File: src/rtl/smb_pkg.sv
package smb_pkg;

    localparam int unsigned BYTE_W = 8;
    localparam int unsigned CNT_W  = 4;

    typedef enum logic [2:0] {
        ST_IDLE,
        ST_RX,
        ST_ACK,
        ST_TX,
        ST_MACK,
        ST_PARK
    } smb_state_e;

    typedef struct packed {
        smb_state_e          st;
        logic [CNT_W-1:0]    bit_cnt;
        logic [BYTE_W-1:0]   shreg;
        logic [1:0]          byte_idx;
        logic                rw;
        logic [BYTE_W-1:0]   ptr;
        logic                oe;
        logic                we;
        logic [BYTE_W-1:0]   wdata;
        logic                more;
    } smb_regs_t;

endpackage

File: src/rtl/smb_line_sync.sv
module smb_line_sync #(
    parameter int unsigned STAGES = 2
) (
    input  logic clk,
    input  logic rst_n,
    input  logic line_i,
    output logic line_s,
    output logic line_q
);

    logic [STAGES-1:0] chain_q;

    generate
        if (STAGES == 1) begin : g_single
            always_ff @(posedge clk or negedge rst_n) begin
                if (!rst_n) begin
                    chain_q <= 1'b1;
                end else begin
                    chain_q <= line_i;
                end
            end
        end else begin : g_chain
            always_ff @(posedge clk or negedge rst_n) begin
                if (!rst_n) begin
                    chain_q <= '1;
                end else begin
                    chain_q <= {chain_q[STAGES-2:0], line_i};
                end
            end
        end
    endgenerate

    assign line_s = chain_q[STAGES-1];

    // One extra stage holds the previous synchronized value for edge finding
    always_ff @(posedge clk or negedge rst_n) begin
        if (!rst_n) begin
            line_q <= 1'b1;
        end else begin
            line_q <= line_s;
        end
    end

endmodule

File: src/rtl/smb_cond_detect.sv
module smb_cond_detect (
    input  logic scl_s,
    input  logic scl_q,
    input  logic sda_s,
    input  logic sda_q,
    output logic scl_rise,
    output logic scl_fall,
    output logic start_c,
    output logic stop_c
);

    logic scl_high;

    always_comb begin
        scl_high = scl_s & scl_q;
        scl_rise = scl_s & ~scl_q;
        scl_fall = ~scl_s & scl_q;
        start_c  = scl_high & sda_q & ~sda_s;
        stop_c   = scl_high & ~sda_q & sda_s;
    end

endmodule

File: src/rtl/smb_xfer_fsm.sv
module smb_xfer_fsm
    import smb_pkg::*;
#(
    parameter logic [4:0] ADDR_PREFIX = 5'b01011
) (
    input  logic              clk,
    input  logic              rst_n,
    input  logic              scl_rise,
    input  logic              scl_fall,
    input  logic              start_c,
    input  logic              stop_c,
    input  logic              sda_s,
    input  logic [1:0]        strap,
    input  logic [BYTE_W-1:0] rdata,
    output logic              oe,
    output logic [BYTE_W-1:0] ptr,
    output logic [BYTE_W-1:0] wdata,
    output logic              we,
    output smb_state_e        state
);

    localparam logic [CNT_W-1:0] CNT_FULL    = CNT_W'(BYTE_W);
    localparam logic [CNT_W-1:0] CNT_TX_LAST = CNT_W'(BYTE_W - 1);
    localparam logic [1:0]       IDX_ADDR    = 2'd0;
    localparam logic [1:0]       IDX_PTR     = 2'd1;
    localparam logic [1:0]       IDX_DATA    = 2'd2;
    localparam logic [1:0]       IDX_EXTRA   = 2'd3;

    smb_regs_t q_q;
    smb_regs_t q_d;
    logic      addr_hit;

    assign addr_hit = (q_q.shreg[BYTE_W-1:1] == {ADDR_PREFIX, strap});

    always_comb begin
        q_d    = q_q;
        q_d.we = 1'b0;
        if (stop_c) begin
            q_d.st   = ST_IDLE;
            q_d.oe   = 1'b0;
            q_d.more = 1'b0;
        end else if (start_c) begin
            q_d.st       = ST_RX;
            q_d.bit_cnt  = '0;
            q_d.byte_idx = IDX_ADDR;
            q_d.oe       = 1'b0;
            q_d.more     = 1'b0;
        end else begin
            unique case (q_q.st)
                ST_RX: begin
                    if (scl_rise && (q_q.bit_cnt < CNT_FULL)) begin
                        q_d.shreg   = {q_q.shreg[BYTE_W-2:0], sda_s};
                        q_d.bit_cnt = q_q.bit_cnt + 1'b1;
                    end else if (scl_fall && (q_q.bit_cnt == CNT_FULL)) begin
                        q_d.bit_cnt = '0;
                        if (q_q.byte_idx == IDX_ADDR) begin
                            if (addr_hit) begin
                                q_d.rw = q_q.shreg[0];
                                q_d.st = ST_ACK;
                                q_d.oe = 1'b1;
                            end else begin
                                q_d.st = ST_PARK;
                            end
                        end else begin
                            q_d.st = ST_ACK;
                            q_d.oe = 1'b1;
                            if (q_q.byte_idx == IDX_PTR) begin
                                q_d.ptr = q_q.shreg;
                            end else if (q_q.byte_idx == IDX_DATA) begin
                                q_d.we    = 1'b1;
                                q_d.wdata = q_q.shreg;
                            end
                        end
                        if (q_q.byte_idx != IDX_EXTRA) begin
                            q_d.byte_idx = q_q.byte_idx + 1'b1;
                        end
                    end
                end
                ST_ACK: begin
                    if (scl_fall) begin
                        q_d.bit_cnt = '0;
                        if (q_q.rw) begin
                            q_d.st    = ST_TX;
                            q_d.shreg = rdata;
                            q_d.oe    = ~rdata[BYTE_W-1];
                        end else begin
                            q_d.st = ST_RX;
                            q_d.oe = 1'b0;
                        end
                    end
                end
                ST_TX: begin
                    if (scl_fall) begin
                        if (q_q.bit_cnt == CNT_TX_LAST) begin
                            q_d.st      = ST_MACK;
                            q_d.oe      = 1'b0;
                            q_d.bit_cnt = '0;
                        end else begin
                            q_d.shreg   = {q_q.shreg[BYTE_W-2:0], 1'b0};
                            q_d.bit_cnt = q_q.bit_cnt + 1'b1;
                            q_d.oe      = ~q_q.shreg[BYTE_W-2];
                        end
                    end
                end
                ST_MACK: begin
                    if (scl_rise) begin
                        q_d.more = ~sda_s;
                    end else if (scl_fall) begin
                        q_d.more = 1'b0;
                        if (q_q.more) begin
                            q_d.st      = ST_TX;
                            q_d.shreg   = rdata;
                            q_d.oe      = ~rdata[BYTE_W-1];
                            q_d.bit_cnt = '0;
                        end else begin
                            q_d.st = ST_PARK;
                        end
                    end
                end
                default: begin
                    q_d.oe = 1'b0;
                end
            endcase
        end
    end

    always_ff @(posedge clk or negedge rst_n) begin
        if (!rst_n) begin
            q_q <= '{st: ST_IDLE, bit_cnt: '0, shreg: '0, byte_idx: '0,
                     rw: 1'b0, ptr: '0, oe: 1'b0, we: 1'b0, wdata: '0,
                     more: 1'b0};
        end else begin
            q_q <= q_d;
        end
    end

    assign oe    = q_q.oe;
    assign ptr   = q_q.ptr;
    assign wdata = q_q.wdata;
    assign we    = q_q.we;
    assign state = q_q.st;

endmodule

File: src/rtl/smb_ptr_slave.sv
module smb_ptr_slave
    import smb_pkg::*;
#(
    parameter int unsigned SYNC_STAGES = 2,
    parameter logic [4:0]  ADDR_PREFIX = 5'b01011
) (
    input  logic              clk,
    input  logic              rst_n,
    input  logic              scl_i,
    input  logic              sda_i,
    input  logic [1:0]        addr_strap,
    output logic              sda_oe,
    output logic [BYTE_W-1:0] reg_addr,
    output logic [BYTE_W-1:0] reg_wdata,
    output logic              reg_we,
    input  logic [BYTE_W-1:0] reg_rdata
);

    localparam int unsigned N_LINES = 2;
    localparam int unsigned L_SCL   = 0;
    localparam int unsigned L_SDA   = 1;

    logic [N_LINES-1:0] lines_raw;
    logic [N_LINES-1:0] lines_s;
    logic [N_LINES-1:0] lines_q;
    logic               scl_s;
    logic               scl_q;
    logic               sda_s;
    logic               sda_q;
    logic               scl_rise;
    logic               scl_fall;
    logic               start_c;
    logic               stop_c;
    smb_state_e         fsm_state;

    assign lines_raw[L_SCL] = scl_i;
    assign lines_raw[L_SDA] = sda_i;

    generate
        for (genvar gi = 0; gi < N_LINES; gi++) begin : g_sync
            smb_line_sync #(
                .STAGES (SYNC_STAGES)
            ) u_sync (
                .clk    (clk),
                .rst_n  (rst_n),
                .line_i (lines_raw[gi]),
                .line_s (lines_s[gi]),
                .line_q (lines_q[gi])
            );
        end
    endgenerate

    assign scl_s = lines_s[L_SCL];
    assign scl_q = lines_q[L_SCL];
    assign sda_s = lines_s[L_SDA];
    assign sda_q = lines_q[L_SDA];

    smb_cond_detect u_cond (
        .scl_s    (scl_s),
        .scl_q    (scl_q),
        .sda_s    (sda_s),
        .sda_q    (sda_q),
        .scl_rise (scl_rise),
        .scl_fall (scl_fall),
        .start_c  (start_c),
        .stop_c   (stop_c)
    );

    smb_xfer_fsm #(
        .ADDR_PREFIX (ADDR_PREFIX)
    ) u_fsm (
        .clk      (clk),
        .rst_n    (rst_n),
        .scl_rise (scl_rise),
        .scl_fall (scl_fall),
        .start_c  (start_c),
        .stop_c   (stop_c),
        .sda_s    (sda_s),
        .strap    (addr_strap),
        .rdata    (reg_rdata),
        .oe       (sda_oe),
        .ptr      (reg_addr),
        .wdata    (reg_wdata),
        .we       (reg_we),
        .state    (fsm_state)
    );

endmodule

File: config.mk
export PLATFORM = sky130hd
export DESIGN_NAME = smb_ptr_slave
export DESIGN_NICKNAME = d
export VERILOG_FILES = /design/src/rtl/smb_pkg.sv /design/src/rtl/smb_line_sync.sv /design/src/rtl/smb_cond_detect.sv /design/src/rtl/smb_xfer_fsm.sv /design/src/rtl/smb_ptr_slave.sv
export SDC_FILE = /design/constraint.sdc
export NUM_CORES = 1
export LEC_CHECK = 0
export ABC_AREA = 0
export BUFFER_PORTS_ARGS = -buffer_cell sky130_fd_sc_hd__buf_2
export CAP_MARGIN = 20
export CELL_PAD_IN_SITES_DETAIL_PLACEMENT = 1
export CELL_PAD_IN_SITES_GLOBAL_PLACEMENT = 1
export CORE_ASPECT_RATIO = 1.2
export CORE_UTILIZATION = 34
export DETAILED_ROUTE_END_ITERATION = 6
export GPL_ROUTABILITY_DRIVEN = 0
export GPL_TIMING_DRIVEN = 0
export HOLD_SLACK_MARGIN = 0.08
export PLACE_DENSITY = 0.64
export SYNTH_ARGS = -nofsm -noshare
export SYNTH_HDL_FRONTEND = slang
export SYNTH_SLANG_ARGS = --single-unit
File: constraint.sdc
create_clock -name clk -period 3.98 [get_ports clk]
set_input_delay 0 -clock clk [delete_from_list [all_inputs] [get_ports clk]]
set_output_delay 0 -clock clk [all_outputs]
set_load 0.1 [all_outputs]
==> results of run 1 <==
-- worst max-delay path, delay by kind of cell (launching register included) --
| family | cells | cell delay, ns |
|---|---|---|
| AND/OR/NAND/NOR | 4 | 1.31 |
| flip-flops | 1 | 0.55 |
| adder cells (fa/ha/maj) | 1 | 0.28 |
| multiplexers | 1 | 0.45 |
-- sequential cells by signal (all words and copies together), names as in the netlist --
register and cells:
u_fsm.we 1, u_fsm.ptr 8, u_fsm.state 3, u_fsm.q_q 16, g_sync.u_sync.line_q 2, u_fsm.wdata 8, u_fsm.oe 1, g_sync.u_sync.chain_q 4
-- cells by family (layout without fill, tap and decap cells) --
| group | Yosys count | after routing | share of synthesized area, % |
|---|---|---|---|
| simple gates | 67 | 67 | 14.8 |
| compound gates | 34 | 34 | 9.53 |
| mux | 40 | 40 | 18.0 |
| fa+ha+maj | 9 | 9 | 4.59 |
| buf+inv | 32 | 80 | 7.49 |
| flops | 43 | 43 | 44.1 |
| xor+xnor | 4 | 4 | 1.43 |
-- worst paths after layout --
kind / slack [ns] / start / depth (start not counted) / end
setup / recovery: 1.27 / g_sync[0].u_sync.line_q$_DFF_PN1_ / 6 / u_fsm.wdata[4]$_DFFE_PN0P_
hold / removal: 0.08 / reg_rdata[6] / 3 / u_fsm.q_q[28]$_DFFE_PN0P_
setup reg to reg: 1.27 / g_sync[0].u_sync.line_q$_DFF_PN1_ / 6 / u_fsm.wdata[4]$_DFFE_PN0P_
hold reg to reg: 0.36 / g_sync[1].u_sync.chain_q[0]$_DFF_PN1_ / 0 / g_sync[1].u_sync.chain_q[1]$_DFF_PN1_
max in group asynchronous: 3.19 / rst_n / 3 / g_sync[1].u_sync.chain_q[0]$_DFF_PN1_
min in group asynchronous: 0.22 / rst_n / 2 / u_fsm.q_q[30]$_DFFE_PN0P_
-- through the flow --
step / worst slack (ns) / std cells / instance area (µm²) / total power [W] / utilization [%]
after floorplan: 1.95 / 229 / 2450 / 0.000973 / -
after global placement: 1.29 / 347 / 2720 / 0.00110 / 39.4
after detailed placement: 1.23 / 347 / 2720 / 0.00111 / 39.4
after CTS: 1.20 / 363 / 2930 / 0.00152 / 42.5
after global routing: 1.10 / 364 / 2960 / 0.00161 / 42.9
final: 1.27 / 364 / 2960 / 0.00151 / 42.9
-- layer usage --
metal	track usage (%)	part of all wire (%)	vias up	wire [µm]
li1	-	-	890	-
met2	31.3	52	31	3050
met3	2.58	2.3	8	136
met5	0	0	-	0
met1	20.4	44	935	2550
met4	5.45	1.6	0	91
-- final cells by class --
type	count	area [µm²]
inverter	11	41.3
sequential	43	1080
multi-input combinational	154	1190
tap	87	109
buffer	21	143
clock buffer	6	72.6
timing repair buffer	40	263
fill	783	3940
clock inverter	2	60.1
-- cell usage in the layout, fill, tap and decap left out, types with 4 or more instances in the layout --
cell type	synthesis	routed
sky130_fd_sc_hd__dfrtp_1	37	37
sky130_fd_sc_hd__mux2_2	33	33
sky130_fd_sc_hd__dlygate4sd3_1	0	8
sky130_fd_sc_hd__and2_1	4	4
sky130_fd_sc_hd__nand2b_1	5	5
sky130_fd_sc_hd__a21oi_1	9	9
sky130_fd_sc_hd__dfstp_2	6	6
sky130_fd_sc_hd__buf_4	16	16
sky130_fd_sc_hd__o21ai_0	4	4
sky130_fd_sc_hd__nor2_1	16	16
sky130_fd_sc_hd__mux2i_1	7	7
sky130_fd_sc_hd__inv_1	11	11
sky130_fd_sc_hd__nand2_1	12	12
sky130_fd_sc_hd__clkbuf_8	0	5
sky130_fd_sc_hd__nand3_1	8	8
sky130_fd_sc_hd__buf_2	3	34
sky130_fd_sc_hd__ha_1	9	9
-- report_power, final --
part | switching [W] | leakage [nW] | internal (W)
Clock | 0.000152 | 0.0654 | 0.000251
Combinational | 0.000262 | 0.781 | 0.000244
Sequential | 0.0000893 | 0.554 | 0.000512
==> flow_summary.toml, run 1 <==
[run]
max_cap_viol_count = 0

[logic_synthesis]
mappedNetlistNets = 252
synthDominantAreaCellType = "sky130_fd_sc_hd__dfrtp_1"
synth_area_leaders = "sky130_fd_sc_hd__dfrtp_1 (38%), sky130_fd_sc_hd__mux2_2 (15%), sky130_fd_sc_hd__dfstp_2 (6.4%)"
yosys-top-cells-count = "sky130_fd_sc_hd__dfrtp_1 (37), sky130_fd_sc_hd__mux2_2 (33), sky130_fd_sc_hd__buf_4 (16), sky130_fd_sc_hd__nor2_1 (16), sky130_fd_sc_hd__nand2_1 (12)"
netlist_area_um2 = 2450
synth_cell_types = 47
synth_flop_cell = "sky130_fd_sc_hd__dfrtp_1"
synth_top_area_share_pct = 37.7
synthesized_instance_count = 229
post-synth-top-count-cell = "sky130_fd_sc_hd__dfrtp_1"
synth_edf_count = 0
synth.ff_latch_count = 43
synth_seq_area_share_pct = 44.1
synth-async-reset-ratio_pct = 100
post_synth.cell_area_avg_um2 = 10.7
yosysWarningCount = 0

[cts]
cts.repair.resized = 0
hold_buffers = 8
clk-insertion-delay-late_ns = 0.29
root_driver = "sky130_fd_sc_hd__clkbuf_8"
post-cts-setup-buffer-count = 0
numClockSinks = 43
cts_inserted_buffers = 5
cts_buffer_depth = 2
h-tree-depth = 2
cts.clk_slew.worst_paths_ns = 0.08
tritoncts = "done"

[worst_setup_path]
slowest_cp_cell = "sky130_fd_sc_hd__dfstp_2"
crit_path_max_fanout = 8
critical_path.max_stage_delay_ns = 0.55
crit_arrival_ns = 2.89
critical_path.endpoint_type = "flip-flop"
crit_required_ns = 4.16
path_cells = "ha_1 > nand4b_1 > nand2b_1 > nor2_1 > nand4_1 > mux2_2"
criticalPathCategory = "flip-flop to flip-flop"
worstSetupStartpointType = "flip-flop"

[timing]
report.final.hold_viol_count = 0
rsz_0062_raised_after_global_routing = "false"
timing.fmax_mhz = 369
final.period_utilization_pct = 68.2
period_minus_slack_ns = 2.71
relSlewSlack_pct = 60.3
fin_hold_ws_ns = 0.0828
final_setup_violation_count = 0
timing_worst_slew_pin_value_ns = 0.595
setup_total_negative_slack_ns = 0
final_max_slew_viols = 0
fin_skew_ns = 0.00321

[placement]
port-buffer-count = 31
dp_hpwl_um = 4300

[die]
start_util_pct = 35.6
horizontal_extent_of_the_die_um = 79.6
fp.dieH_um = 95.1
num_io_pins = 32
core_area_um2 = 6900
dieArea_um2 = 7570
fp-row-count = 33

[drt]
dr.pass1.iters = 4
finalWirelength_um = 5830
drt-wirelength-per-cell_um = 16.0
antenna_left = 0
routed_via_count_divided_by_cell_count = 5.12
detail_route.drc_violations = 0
drt-initial-drc-count = 78
detailroute.via_count = 1864

[power_and_ir_drop]
power.ir.vdd_worst_uv = 292
power.density_nw_per_um2 = 510
leakagePower_nw = 1.40

[layout]
nNetsFinal = 299
n_antenna_cell = 0
drive_above_1_share_pct = 36.5
layout-area-overhead-vs-synth_pct = 20.5

[global_routing]
grt_pass1_wl_um = 9890
antenna_found_initial = 0
grt.overflow.total = 0
global_route.usage.total_pct = 17.1
largest_net_degree_at_the_start_of_global_routing = 44
first_global_vias = 2010

[worst_hold_path]
hold_class = "input pin to flip-flop"

[outcome]
status = "complete, no violations"
(Power assumes the default switching activity.)
==> run 2, diff against run 1 <==
==> constraint.sdc (replaced) <==
create_clock -name clk -period 2.5 [get_ports clk]
set_input_delay 0 -clock clk [delete_from_list [all_inputs] [get_ports clk]]
set_output_delay 0 -clock clk [all_outputs]
set_load 0.1 [all_outputs]
==> run 2 against run 1 <==
- sequential power rose by 59%
- worst hold slack got worse by 0.0037 ns
- sequential share of layout area fell by 0.18 points
- die area did not move
- critical path depth did not move
- first-iteration DRC count fell by 24%
- via count fell by 0.43%
- fmax rose by 18%
- utilization rose by 0.22 points
- clock skew rose by 0.00054 ns
- wire length rose by 0.39%
==> flow_summary.toml, run 2 (synthesis gave the netlist of run 1 again) <==
[outcome]
status = "complete, no violations"

[global_routing]
grt.overflow.total = 0
grt_pass1_wl_um = 9940
global_route.usage.total_pct = 17.2
first_global_vias = 2028
antenna_found_initial = 0
largest_net_degree_at_the_start_of_global_routing = 44

[layout]
nFillCells = 782
layout-area-overhead-vs-synth_pct = 21.2
largest_register_ffs = 16
drive_above_1_share_pct = 37.4
largest_register = "u_fsm.q_q"
n_antenna_cell = 0
nNetsFinal = 300
layout_common_cells = "sky130_fd_sc_hd__dfrtp_1 (37), sky130_fd_sc_hd__buf_2 (34), sky130_fd_sc_hd__mux2_2 (33)"
mostFrequentLayoutCell = "sky130_fd_sc_hd__dfrtp_1"

[worst_setup_path]
crit_arrival_ns = 2.49
criticalPathCategory = "flip-flop to flip-flop"
crit_required_ns = 2.68
crit_path_max_fanout = 8
critical_path.endpoint_type = "flip-flop"
worstSetupStartpointType = "flip-flop"

[cts]
cts_inserted_buffers = 5
h-tree-depth = 2
numClockSinks = 43
tritoncts = "done"
cts.clk_slew.worst_paths_ns = 0.08
clk-insertion-delay-late_ns = 0.29
root_driver = "sky130_fd_sc_hd__clkbuf_8"
cts_buffer_depth = 2

[drt]
detailroute.via_count = 1856
dr.pass1.iters = 4
detail_route.drc_violations = 0
antenna_left = 0
finalWirelength_um = 5850
drt-wirelength-per-cell_um = 16.0
drt-initial-drc-count = 59
routed_via_count_divided_by_cell_count = 5.08

[placement]
dp_hpwl_um = 4300
port-buffer-count = 31
dp_worst_setup_slack_ns = -0.249

[timing]
timing.fmax_mhz = 434
period_minus_slack_ns = 2.31
rsz_0062_raised_after_global_routing = "false"
report.final.hold_viol_count = 0
fin_skew_ns = 0.00375
final.period_utilization_pct = 92.2
fin_hold_ws_ns = 0.0791
final_setup_violation_count = 0
timing_worst_slew_pin_value_ns = 0.602
post_route_setup_slack_ns = 0.194
final_max_slew_viols = 0
relSlewSlack_pct = 59.9

[die]
horizontal_extent_of_the_die_um = 79.6
start_util_pct = 35.6
core_area_um2 = 6900
fp.dieH_um = 95.1
fp-row-count = 33
num_io_pins = 32
dieArea_um2 = 7570

[power_and_ir_drop]
power.density_nw_per_um2 = 809
intPower_w = 0.00160
p_clk_share_pct = 26.8
p_sw_share_pct = 33.4
comb_power_share_pct = 33.4
leakagePower_nw = 1.40
flop_pwr_share_pct = 39.8
power.ir.vdd_worst_uv = 465
net-switching-power_w = 0.000804

[run]
max_cap_viol_count = 0

[worst_hold_path]
hold_class = "input pin to flip-flop"
==> run 2: critical path: stages (launching register included) <==
cell                       delay, ns
sky130_fd_sc_hd__dfstp_2        0.55
sky130_fd_sc_hd__ha_1           0.28
sky130_fd_sc_hd__nand4b_1       0.28
sky130_fd_sc_hd__nand2b_1       0.28
sky130_fd_sc_hd__nor2_2         0.20
sky130_fd_sc_hd__nand3_2        0.25
sky130_fd_sc_hd__mux2_2         0.34
==> run 2: metal layers <==
layer  GRT usage [%]  up-vias  wire, µm
li1                -      893         -
met1            20.4      928      2570
met2            31.6       27      3050
met3            2.58        8       139
met4            5.45        0        90
met5               0        -         0
==> run 2: power groups by stage <==
stage	clock network, W	registers (W)	logic [W]
3_3_place_gp	0	0.000972	0.000775
5_1_grt	0.000678	0.000984	0.000900
2_1_floorplan	0	0.000950	0.000599
4_1_cts	0.000660	0.000962	0.000802
6_report	0.000645	0.000957	0.000805
3_5_place_dp	0	0.000975	0.000788
==> run 2: path summary, 6_finish.rpt <==
kind                                                    endpoint  slack, ns  depth (start not counted)                                  start
max                                     u_fsm.ptr[4]$_DFFE_PN0P_       0.19                          6      g_sync[0].u_sync.line_q$_DFF_PN1_
min in group asynchronous              u_fsm.q_q[30]$_DFFE_PN0P_       0.21                          2                                  rst_n
min reg2reg                g_sync[1].u_sync.chain_q[1]$_DFF_PN1_       0.36                          0  g_sync[1].u_sync.chain_q[0]$_DFF_PN1_
max reg2reg                             u_fsm.ptr[4]$_DFFE_PN0P_       0.19                          6      g_sync[0].u_sync.line_q$_DFF_PN1_
max in group asynchronous  g_sync[1].u_sync.chain_q[0]$_DFF_PN1_       1.71                          3                                  rst_n
min                                    u_fsm.q_q[28]$_DFFE_PN0P_       0.08                          3                           reg_rdata[6]
==> run 2: cell type report <==
class,instances,area [µm²],area share [%]
plain buffers,21,143,4.80
clock buffers,6,72.6,2.44
clock inverters,2,60.1,2.02
inverters,11,41.3,1.39
multi-input cells,154,1190,40.2
flip-flops and latches,43,1080,36.4
well taps,87,109,3.66
repair buffers,41,270,9.09
==> run 2: repair_timing <==
item	in CTS	in global routing
endpoints found under the setup margin	16	16
buffers inserted	1	0
gates resized for setup	1	1
pin swaps	1	0
hold buffers	8	0
endpoints found under the hold margin	44	0
==> run 2: stage by stage <==
stage	instances	total power [W]	util (%)	setup TNS (ns)	cell area (µm²)
floorplan	229	0.00155	-	0	2450
global placement	347	0.00175	39.4	-1.88	2720
detailed placement	347	0.00176	39.4	-2.79	2720
CTS	364	0.00242	42.7	0	2940
global route	365	0.00256	43.1	0	2970
finish	365	0.00241	43.1	0	2970
==> run 3, diff against run 2 <==
--- a/config.mk
+++ b/config.mk
@@ -10,7 +10,7 @@
 export CAP_MARGIN = 20
 export CELL_PAD_IN_SITES_DETAIL_PLACEMENT = 1
 export CELL_PAD_IN_SITES_GLOBAL_PLACEMENT = 1
-export CORE_ASPECT_RATIO = 1.2
+export CORE_ASPECT_RATIO = 0.5
 export CORE_UTILIZATION = 34
 export DETAILED_ROUTE_END_ITERATION = 6
 export GPL_ROUTABILITY_DRIVEN = 0
==> run 3 against run 2 <==
- combinational power fell by 0.9%
- total power rose by 1.7%
- critical endpoint is now u_fsm.wdata[3]$_DFFE_PN0P_
- cell count rose by 1.4%
- clock power rose by 6.7%
- sequential power rose by 0.5%
- global-route usage rose by 0.37 points
- sequential share of layout area fell by 0.12 points
- clock skew rose by 0.0015 ns
- critical path depth rose by 1
- die area rose by 0.25%
- via count rose by 1.9%
- first-iteration DRC count fell by 3.4%
==> flow_summary.toml, run 3 (synthesis gave the netlist of run 1 again) <==
[die]
start_util_pct = 35.9
core_area_um2 = 6830
horizontal_extent_of_the_die_um = 122
fp-row-count = 21
dieArea_um2 = 7580
num_io_pins = 32
fp.dieH_um = 62.1

[placement]
dp_hpwl_um = 4150
port-buffer-count = 31
placed_cells_incl_taps = 352
postPlaceCellArea_um2 = 2730
dp_worst_setup_slack_ns = -0.271

[layout]
finalNonFillerCells = 370
nNetsFinal = 300
largest_register = "u_fsm.q_q"
n_antenna_cell = 0
drive_above_1_share_pct = 37.4
design_area_um2 = 2980
layout-area-overhead-vs-synth_pct = 21.6
layout_common_cells = "sky130_fd_sc_hd__dfrtp_1 (37), sky130_fd_sc_hd__buf_2 (34), sky130_fd_sc_hd__mux2_2 (33)"
largest_register_ffs = 16
mostFrequentLayoutCell = "sky130_fd_sc_hd__dfrtp_1"

[timing]
final_max_slew_viols = 0
fin_hold_ws_ns = 0.0892
timing_worst_slew_pin_value_ns = 0.987
final_setup_violation_count = 0
period_minus_slack_ns = 2.33
post_route_setup_slack_ns = 0.168
final.period_utilization_pct = 93.3
fin_skew_ns = 0.00527
setup_total_negative_slack_ns = 0
timing.fmax_mhz = 429
relSlewSlack_pct = 34.2
report.final.hold_viol_count = 0
rsz_0062_raised_after_global_routing = "false"

[worst_setup_path]
crit_required_ns = 2.68
critPathTopFamily = "simple AND/OR/NAND/NOR gates"
slowest_cp_cell = "sky130_fd_sc_hd__dfstp_2"
critical_path.max_stage_delay_ns = 0.54
criticalPathCategory = "flip-flop to flip-flop"
critical_path.endpoint_type = "flip-flop"
crit_path_max_fanout = 6
path_buf_inv = 1
path_cells = "ha_1 > nand4b_1 > nand2b_1 > nor2_4 > nand4_1 > buf_4 > mux2_2"
worstSetupStartpointType = "flip-flop"
crit_arrival_ns = 2.51

[drt]
drt-wirelength-per-cell_um = 16.0
antenna_left = 0
routed_via_count_divided_by_cell_count = 5.11
dr.pass1.iters = 4
detail_route.drc_violations = 0
detailroute.via_count = 1892
finalWirelength_um = 5900
drt-initial-drc-count = 57

[cts]
root_driver = "sky130_fd_sc_hd__clkbuf_16"
cts_buffer_depth = 2
clk-insertion-delay-late_ns = 0.29
cts_inserted_buffers = 5
tritoncts = "done"
cts.clk_slew.worst_paths_ns = 0.06
h-tree-depth = 2
numClockSinks = 43

[power_and_ir_drop]
power.ir.vdd_worst_uv = 342
power.density_nw_per_um2 = 820
leakagePower_nw = 1.41

[global_routing]
antenna_found_initial = 0
first_global_vias = 1951
largest_net_degree_at_the_start_of_global_routing = 44
grt_pass1_wl_um = 9980
grt.overflow.total = 0
global_route.usage.total_pct = 17.6

[run]
max_cap_viol_count = 0

[worst_hold_path]
hold_class = "input pin to flip-flop"

[outcome]
status = "complete, no violations"
run 3: cell types whose count changed in the layout (fill, tap and decap cells not counted):
cell                        previous run  this run
sky130_fd_sc_hd__nor2_2                1         0
sky130_fd_sc_hd__inv_6                 0         1
sky130_fd_sc_hd__buf_16                1         0
sky130_fd_sc_hd__buf_4                17        18
sky130_fd_sc_hd__clkbuf_8              5         1
sky130_fd_sc_hd__bufinv_16             2         0
sky130_fd_sc_hd__nor2_4                0         1
sky130_fd_sc_hd__clkbuf_16             0         5
run 3: area by class of cell:
type | count | area [µm²]
multi-input cells | 154 | 1200
repair buffers | 41 | 250
inverters | 11 | 41.3
flip-flops and latches | 43 | 1080
plain buffers | 21 | 143
fillers | 784 | 3850
clock buffers | 7 | 143
well taps | 92 | 115
clock inverters | 1 | 8.76
run 3: worst paths after layout:
path	from	endpoint	slack, ns	depth (start not counted)
setup / recovery	g_sync[0].u_sync.line_q$_DFF_PN1_	u_fsm.wdata[3]$_DFFE_PN0P_	0.17	7
hold / removal	reg_rdata[4]	u_fsm.q_q[26]$_DFFE_PN0P_	0.09	3
setup reg to reg	g_sync[0].u_sync.line_q$_DFF_PN1_	u_fsm.wdata[3]$_DFFE_PN0P_	0.17	7
hold reg to reg	g_sync[1].u_sync.chain_q[0]$_DFF_PN1_	g_sync[1].u_sync.chain_q[1]$_DFF_PN1_	0.36	0
max in group asynchronous	rst_n	u_fsm.state[1]$_DFFE_PN0P_	1.48	2
min in group asynchronous	rst_n	u_fsm.wdata[2]$_DFFE_PN0P_	0.41	2
run 3: per-layer routing:
layer  share of wire [%]  vias up  global-route usage, %
li1                    -      897                      -
met4                0.95        0                   5.05
met5                   0        -                      0
met2                  46       37                   29.1
met1                  49      951                   23.6
met3                 3.8        7                   3.92
run 3: metrics by stage:
stage / utilization [%] / power [W]
6_report: 43.7 / 0.00245
5_1_grt: 43.7 / 0.00260
4_1_cts: 43.6 / 0.00247
3_5_place_dp: 39.9 / 0.00176
3_3_place_gp: 39.9 / 0.00174
2_1_floorplan: - / 0.00155
run 3: power by group:
group	switching (W)	leakage [nW]	internal, W
clock network	0.000286	0.0745	0.000402
registers	0.000146	0.554	0.000816
logic	0.000414	0.777	0.000384
total	0.000846	1.41	0.00160
run 3: worst min-delay path, cell delays in order:
cell and delay (ns):
sky130_fd_sc_hd__buf_2 0.08, sky130_fd_sc_hd__mux2_2 0.13, sky130_fd_sc_hd__mux2_2 0.13
run 3: what timing repair did:
action                                  in CTS  in global routing
endpoints found under the setup margin      16                 16
endpoints found under the hold margin       44                  0
buffers inserted                             2                  0
pin swaps                                    1                  1
hold buffers                                 8                  0
resized for setup                            1                  2
